$ cat src/rtl/saw_ramp_pkg.sv
package saw_ramp_pkg;

  localparam int unsigned RAMP_INT_W  = 12;
  localparam int unsigned RAMP_FRAC_W = 4;

  typedef enum logic {
    SRC_SW = 1'b0,
    SRC_HW = 1'b1
  } trig_src_e;

  typedef enum logic {
    DIR_UP   = 1'b0,
    DIR_DOWN = 1'b1
  } ramp_dir_e;

  typedef struct packed {
    ramp_dir_e dir;
    trig_src_e rst_src;
    trig_src_e step_src;
  } ramp_mode_t;

  // index of each trigger path in the per-path arrays
  localparam int unsigned PATH_RST  = 0;
  localparam int unsigned PATH_STEP = 1;
  localparam int unsigned NUM_PATHS = 2;

endpackage

$ cat src/rtl/saw_ramp_rst_sync.sv
module saw_ramp_rst_sync #(
  parameter int unsigned STAGES = 2
) (
  input  logic clk,
  input  logic rst_n,
  output logic rst_sync_n
);

  logic [STAGES-1:0] sync_q;
  logic [STAGES-1:0] sync_d;

  always_comb begin
    sync_d = {sync_q[STAGES-2:0], 1'b1};
  end

  always_ff @(posedge clk or negedge rst_n) begin
    if (!rst_n) sync_q <= '0;
    else        sync_q <= sync_d;
  end

  assign rst_sync_n = sync_q[STAGES-1];

endmodule

$ cat src/rtl/saw_ramp_cfg.sv
module saw_ramp_cfg
  import saw_ramp_pkg::*;
#(
  parameter int unsigned INT_W  = RAMP_INT_W,
  parameter int unsigned FRAC_W = RAMP_FRAC_W,
  localparam int unsigned ACC_W = INT_W + FRAC_W
) (
  input  logic             clk,
  input  logic             rst_n,
  input  logic             wr_en,
  input  logic [INT_W-1:0] wr_rst_val,
  input  logic [ACC_W-1:0] wr_step,
  input  ramp_mode_t       wr_mode,
  output logic [INT_W-1:0] rst_val,
  output logic [ACC_W-1:0] step,
  output ramp_mode_t       mode
);

  logic [INT_W-1:0] rst_val_q, rst_val_d;
  logic [ACC_W-1:0] step_q, step_d;
  ramp_mode_t       mode_q, mode_d;

  always_comb begin
    rst_val_d = rst_val_q;
    step_d    = step_q;
    mode_d    = mode_q;
    if (wr_en) begin
      rst_val_d = wr_rst_val;
      step_d    = wr_step;
      mode_d    = wr_mode;
    end
  end

  always_ff @(posedge clk or negedge rst_n) begin
    if (!rst_n) begin
      rst_val_q <= '0;
      step_q    <= '0;
      mode_q    <= '{dir: DIR_UP, rst_src: SRC_SW, step_src: SRC_SW};
    end else begin
      rst_val_q <= rst_val_d;
      step_q    <= step_d;
      mode_q    <= mode_d;
    end
  end

  assign rst_val = rst_val_q;
  assign step    = step_q;
  assign mode    = mode_q;

endmodule

$ cat src/rtl/saw_ramp_trig_sel.sv
module saw_ramp_trig_sel
  import saw_ramp_pkg::*;
(
  input  trig_src_e src,
  input  logic      sw_req,
  input  logic      hw_strobe,
  output logic      fire,
  output logic      refused
);

  always_comb begin
    fire    = 1'b0;
    refused = 1'b0;
    unique case (src)
      SRC_SW: fire = sw_req;
      SRC_HW: begin
        fire    = hw_strobe;
        refused = sw_req;
      end
      default: begin
        fire    = 1'b0;
        refused = 1'b0;
      end
    endcase
  end

endmodule

$ cat src/rtl/saw_ramp_accum.sv
module saw_ramp_accum
  import saw_ramp_pkg::*;
#(
  parameter int unsigned INT_W  = RAMP_INT_W,
  parameter int unsigned FRAC_W = RAMP_FRAC_W,
  localparam int unsigned ACC_W = INT_W + FRAC_W
) (
  input  logic             clk,
  input  logic             rst_n,
  input  logic             rst_fire,
  input  logic             step_fire,
  input  logic [INT_W-1:0] rst_val,
  input  logic [ACC_W-1:0] step,
  input  ramp_dir_e        dir,
  output logic [ACC_W-1:0] acc
);

  logic [ACC_W-1:0] acc_q, acc_d;
  logic [ACC_W-1:0] stepped;
  logic             acc_en;

  always_comb begin
    if (dir == DIR_DOWN) stepped = acc_q - step;
    else                 stepped = acc_q + step;
  end

  always_comb begin
    acc_en = rst_fire | step_fire;
    acc_d  = acc_q;
    if (rst_fire)       acc_d = {rst_val, {FRAC_W{1'b0}}};
    else if (step_fire) acc_d = stepped;
  end

  always_ff @(posedge clk or negedge rst_n) begin
    if (!rst_n)      acc_q <= '0;
    else if (acc_en) acc_q <= acc_d;
  end

  assign acc = acc_q;


  hold_when_idle_chk: assert property (@(posedge clk) disable iff (!rst_n)
    (!rst_fire && !step_fire) |=> $stable(acc_q));


  reset_load_chk: assert property (@(posedge clk) disable iff (!rst_n)
    rst_fire |=> (acc_q[ACC_W-1:FRAC_W] == $past(rst_val)) && (acc_q[FRAC_W-1:0] == '0));


  step_up_chk: assert property (@(posedge clk) disable iff (!rst_n)
    (step_fire && !rst_fire && dir == DIR_UP) |=>
      acc_q == ACC_W'($past(acc_q) + $past(step)));


  step_down_chk: assert property (@(posedge clk) disable iff (!rst_n)
    (step_fire && !rst_fire && dir == DIR_DOWN) |=>
      acc_q == ACC_W'($past(acc_q) - $past(step)));

endmodule

$ cat src/rtl/saw_ramp_gen.sv
module saw_ramp_gen
  import saw_ramp_pkg::*;
#(
  parameter int unsigned INT_W  = RAMP_INT_W,
  parameter int unsigned FRAC_W = RAMP_FRAC_W,
  localparam int unsigned ACC_W = INT_W + FRAC_W
) (
  input  logic             clk,
  input  logic             rst_n,
  input  logic             cfg_wr,
  input  logic [INT_W-1:0] cfg_rst_val,
  input  logic [ACC_W-1:0] cfg_step,
  input  logic             cfg_dir_down,
  input  logic             cfg_rst_src_hw,
  input  logic             cfg_step_src_hw,
  input  logic             sw_rst_req,
  input  logic             sw_step_req,
  input  logic             hw_rst_strobe,
  input  logic             hw_step_strobe,
  output logic [INT_W-1:0] ramp_data,
  output logic             req_refused
);

  logic             rst_sync_n;
  logic [INT_W-1:0] rst_val;
  logic [ACC_W-1:0] step;
  ramp_mode_t       mode;
  ramp_mode_t       wr_mode;
  logic [ACC_W-1:0] acc;

  trig_src_e            path_src    [NUM_PATHS];
  logic [NUM_PATHS-1:0] path_sw;
  logic [NUM_PATHS-1:0] path_hw;
  logic [NUM_PATHS-1:0] path_fire;
  logic [NUM_PATHS-1:0] path_refused;

  logic err_q, err_d;

  saw_ramp_rst_sync #(.STAGES(2)) u_rst_sync (
    .clk        (clk),
    .rst_n      (rst_n),
    .rst_sync_n (rst_sync_n)
  );

  always_comb begin
    wr_mode.dir      = cfg_dir_down    ? DIR_DOWN : DIR_UP;
    wr_mode.rst_src  = cfg_rst_src_hw  ? SRC_HW   : SRC_SW;
    wr_mode.step_src = cfg_step_src_hw ? SRC_HW   : SRC_SW;
  end

  saw_ramp_cfg #(.INT_W(INT_W), .FRAC_W(FRAC_W)) u_cfg (
    .clk        (clk),
    .rst_n      (rst_sync_n),
    .wr_en      (cfg_wr),
    .wr_rst_val (cfg_rst_val),
    .wr_step    (cfg_step),
    .wr_mode    (wr_mode),
    .rst_val    (rst_val),
    .step       (step),
    .mode       (mode)
  );

  always_comb begin
    path_src[PATH_RST]  = mode.rst_src;
    path_src[PATH_STEP] = mode.step_src;
    path_sw             = '0;
    path_hw             = '0;
    path_sw[PATH_RST]   = sw_rst_req;
    path_sw[PATH_STEP]  = sw_step_req;
    path_hw[PATH_RST]   = hw_rst_strobe;
    path_hw[PATH_STEP]  = hw_step_strobe;
  end

  for (genvar p = 0; p < NUM_PATHS; p++) begin : g_path
    saw_ramp_trig_sel u_sel (
      .src       (path_src[p]),
      .sw_req    (path_sw[p]),
      .hw_strobe (path_hw[p]),
      .fire      (path_fire[p]),
      .refused   (path_refused[p])
    );
  end

  saw_ramp_accum #(.INT_W(INT_W), .FRAC_W(FRAC_W)) u_acc (
    .clk       (clk),
    .rst_n     (rst_sync_n),
    .rst_fire  (path_fire[PATH_RST]),
    .step_fire (path_fire[PATH_STEP]),
    .rst_val   (rst_val),
    .step      (step),
    .dir       (mode.dir),
    .acc       (acc)
  );

  always_comb begin
    err_d = |path_refused;
  end

  always_ff @(posedge clk or negedge rst_sync_n) begin
    if (!rst_sync_n) err_q <= 1'b0;
    else             err_q <= err_d;
  end

  assign ramp_data   = acc[ACC_W-1:FRAC_W];
  assign req_refused = err_q;


  refuse_flag_chk: assert property (@(posedge clk) disable iff (!rst_sync_n)
    ((sw_rst_req && mode.rst_src == SRC_HW) || (sw_step_req && mode.step_src == SRC_HW))
      |=> req_refused);


  refuse_only_chk: assert property (@(posedge clk) disable iff (!rst_sync_n)
    !((sw_rst_req && mode.rst_src == SRC_HW) || (sw_step_req && mode.step_src == SRC_HW))
      |=> !req_refused);


  reset_priority_chk: assert property (@(posedge clk) disable iff (!rst_sync_n)
    (path_fire[PATH_RST] && path_fire[PATH_STEP]) |=> ramp_data == $past(rst_val));

endmodule

$ cat config.mk
export PLATFORM = sky130hd
export DESIGN_NAME = saw_ramp_gen
export DESIGN_NICKNAME = d
export VERILOG_FILES = /design/src/rtl/saw_ramp_pkg.sv /design/src/rtl/saw_ramp_rst_sync.sv /design/src/rtl/saw_ramp_cfg.sv /design/src/rtl/saw_ramp_trig_sel.sv /design/src/rtl/saw_ramp_accum.sv /design/src/rtl/saw_ramp_gen.sv
export SDC_FILE = /design/constraint.sdc
export NUM_CORES = 1
export LEC_CHECK = 0
export ABC_CLOCK_PERIOD_IN_PS = 1750
export BUFFER_PORTS_ARGS = -buffer_cell sky130_fd_sc_hd__clkbuf_2
export CAP_MARGIN = 0
export CORE_ASPECT_RATIO = 1.25
export CORE_MARGIN = 1.5
export CORE_UTILIZATION = 45
export CTS_BUF_LIST = sky130_fd_sc_hd__clkbuf_16
export DETAILED_ROUTE_END_ITERATION = 16
export HOLD_SLACK_MARGIN = 0.15
export PLACE_DENSITY = 0.64
export SYNTH_ARGS = -nofsm -noshare
export SYNTH_HDL_FRONTEND = slang
export SYNTH_SLANG_ARGS = --single-unit
$ cat constraint.sdc
create_clock -name clk -period 1.75 [get_ports clk]
set_clock_uncertainty 0.15 [all_clocks]
set_input_delay 0.0875 -clock clk [delete_from_list [all_inputs] [get_ports clk]]
set_output_delay 0.0875 -clock clk [all_outputs]
set_load 0.02 [all_outputs]
==> results.sh <==
export IMPL_min_to="u_acc.acc[8]"
export IMPL_netlist_area_um2=3150
export IMPL_core_um2=6650
export IMPL_numCtsBuffers=5
export IMPL_ioPinCount=51
export IMPL_p_leak_nw=2.36
export IMPL_final_util_pct=76.8
export IMPL_startpoint_type="flip-flop"
export IMPL_ys_flop_type="dfrtp_1"
export IMPL_multi_input_area_um2=2010
export IMPL_regToRegStartpoint="u_cfg.step[4]"
export IMPL_via_count=3106
export IMPL_drt_vias_per_instance=5.16
export IMPL_power_density_nw_per_um2=1280
export IMPL_drt_wl_total_um=9050
export IMPL_fin_crit_ns=3.02
export IMPL_synth_edf_count=0
export IMPL_die_x_um=77.8
export IMPL_seq_area_frac_synth_pct=39.7
export IMPL_initial_core_util_pct=47.4
export IMPL_whs_path_depth=5
export IMPL_grt_max_degree=38
export IMPL_drc=0
export IMPL_cts_buffer_depth=2
export IMPL_worstPathMaxFanout=3
export IMPL_maxSlewViolCount=0
export IMPL_place_gp_congestion=0.903
export IMPL_die_area_um2=7510
export IMPL_layout_drive_gt1_share_pct=48.5
export IMPL_r2r_slack_ns=-1.27
export IMPL_grt_use_total_pct=24.9
export IMPL_port_buffers=50
export IMPL_cts_tree="yes"
export IMPL_setup_slack_ns=-1.27
export IMPL_maxSlewHeadroom_pct=53.7
export IMPL_avgRoutedWirePerCell_um=15.0
export IMPL_grt_pass1_wl_um=14700
export IMPL_cp_arrival_ns=3.04
export IMPL_nFillCells=470
export IMPL_antenna_found_initial=0
export IMPL_grt_overflow=0
export IMPL_ys_ff_latch=50
export IMPL_hold_violations=0
export IMPL_drtIter0Drc=160
export IMPL_irDropWorstVdd_v=0.000682
export IMPL_period_share_pct=173
export IMPL_regArea_um2=1250
export IMPL_critical_path_class="reg -> reg"
export IMPL_rows=33
export IMPL_reg2reg_depth=10
export IMPL_root_buffer="clkbuf_16"
export IMPL_antennaDiodeCount=0
export IMPL_layout_common_cells="buf_4, clkbuf_2, dfrtp_1"
export IMPL_synth_fp_nets=384
export IMPL_max_cap_violations=0
export IMPL_violations="negative setup slack"
export IMPL_syn2layout_area_growth_pct=62.1
export IMPL_async_reset_ff_share_pct=100
export IMPL_final_common_cell="buf_4"
export IMPL_holdCritPathClass="in -> reg"
export IMPL_ant_nets=0
export IMPL_cts_clk_slew_worst_paths_ns=0.07
export IMPL_clock_latency_ns=0.29
export IMPL_first_pass_iters=6
export IMPL_netlist_instances=329
export IMPL_h_tree_depth=2
export IMPL_setup_viol=15
export IMPL_nNetsFinal=569
export IMPL_setup_tns_ns=-13.08
export IMPL_hpwlAfterDp_um=5980
export IMPL_clkSinkCount=50
export IMPL_syn_area_per_cell_um2=9.57
export IMPL_grt_pass1_vias=3224
export IMPL_die_h_um=96.5
export IMPL_worstPathRequired_ns=1.77
export IMPL_r2r_end="u_acc.acc[10]"
export IMPL_grt_setup_unrepaired="true"
export IMPL_yosys_warnings=0
export IMPL_total_power_w=0.00653
export IMPL_max_slew_worst_pin_slew_ns=0.692
export IMPL_fmax_mhz=331
export IMPL_outcome="complete, but fails checks"
export IMPL_critPathCaptureType="flip-flop"
export IMPL_worstHoldStart="hw_rst_strobe"
export IMPL_yosysUniqueCellTypes=50
==> through the flow <==
stage | std cells | cell area, µm² | worst slack, ns | hold slack, ns
after floorplan | 329 | 3220 | -1.18 | -0.358
after global placement | 531 | 4110 | -1.21 | -0.275
after detailed placement | 531 | 4110 | -1.25 | -0.275
after CTS | 596 | 4940 | -1.23 | 0.118
after global routing | 602 | 5100 | -1.38 | 0.198
final | 602 | 5100 | -1.27 | 0.162
==> state kept, by name, indices dropped and copies added, names as in the netlist <==
name / cells
u_cfg.step: 16
u_acc.acc: 16
u_rst_sync.sync_q: 2
u_cfg.rst_val: 12
req_refused: 1
u_cfg.mode: 3
==> synth_stat cells, types with 5 or more instances <==
cell type / count / share of area [%]
xnor2_1: 17 / 4.7
buf_4: 12 / 2.9
nand2_1: 29 / 3.5
nand3_1: 6 / 0.95
nor2b_1: 5 / 0.99
o21ai_0: 19 / 3.0
ha_1: 16 / 6.4
dfrtp_1: 50 / 40
nor3_1: 8 / 1.3
inv_1: 12 / 1.4
mux2_2: 29 / 10
clkbuf_1: 9 / 1.1
nor2_1: 24 / 2.9
a21oi_1: 32 / 5.1
==> layer usage <==
metal,wire length (µm),track usage (%),vias up,part of all wire [%]
met1,3880,28.9,1491,43
met4,103,7.42,0,1.1
met3,304,4.23,9,3.4
li1,-,-,1542,-
met2,4770,47.0,64,53
met5,0,0,-,0
==> worst max-delay path: stages, from the launching register on <==
cell and delay, ns:
dfrtp_1 0.39, or4_4 0.56, nor2_4 0.17, nor2_2 0.07, xnor2_2 0.13, ha_1 0.29, a21o_1 0.21, or4_4 0.47
a21oi_4 0.17, mux2i_1 0.19, a31oi_1 0.10
==> cells by family (layout without fill, tap and decap cells) <==
group | count (synthesis) | count (layout) | share of synthesized area [%]
other | 1 | 1 | 0.119
xor gates and xnor gates | 20 | 20 | 5.56
muxes | 33 | 33 | 11.6
AOI/OAI and AO/OA | 82 | 82 | 15.9
DFF | 50 | 50 | 39.7
buffers and inverters | 34 | 220 | 5.48
and+or+nand+nor | 92 | 92 | 14.5
adders and majority gates | 17 | 17 | 7.00
==> layout make-up <==
| class | instances | share of cell area (%) |
|---|---|---|
| clock buffer | 5 | 2.45 |
| clock inverter | 3 | 0.735 |
| inverter | 12 | 0.883 |
| multi-input combinational | 245 | 39.4 |
| sequential | 50 | 24.5 |
| tap | 87 | 2.13 |
| timing repair buffer | 200 | 29.8 |
==> where the power goes <==
group / switching, W / leakage (nW) / internal (W) / total, W
registers: 0.000158 / 0.594 / 0.00136 / 0.00152
logic: 0.00187 / 1.68 / 0.00206 / 0.00392
clock network: 0.000422 / 0.0864 / 0.000665 / 0.00109
==> how the worst max path moves through the flow <==
stage | end | slack (ns) | depth (start not counted) | startpoint
after global placement | u_acc.acc[12] | -1.21 | 10 | u_cfg.step[4]
after global routing | u_acc.acc[10] | -1.38 | 10 | u_cfg.step[4]
after floorplan | u_acc.acc[10] | -1.18 | 10 | u_cfg.step[4]
after detailed placement | u_acc.acc[12] | -1.25 | 10 | u_cfg.step[4]
after CTS | u_acc.acc[10] | -1.23 | 10 | u_cfg.step[6]
final | u_acc.acc[10] | -1.27 | 10 | u_cfg.step[4]
==> repair_timing <==
| item | in CTS | in global routing |
|---|---|---|
| cloned | 0 | 0 |
| resized for setup | 33 | 25 |
| hold endpoints to repair | 55 | 7 |
| setup buffers | 15 | 3 |
| pin swaps | 36 | 24 |
| hold buffers | 42 | 3 |
| setup endpoints to repair | 15 | 15 |
Power figures use the tool's default switching activity.
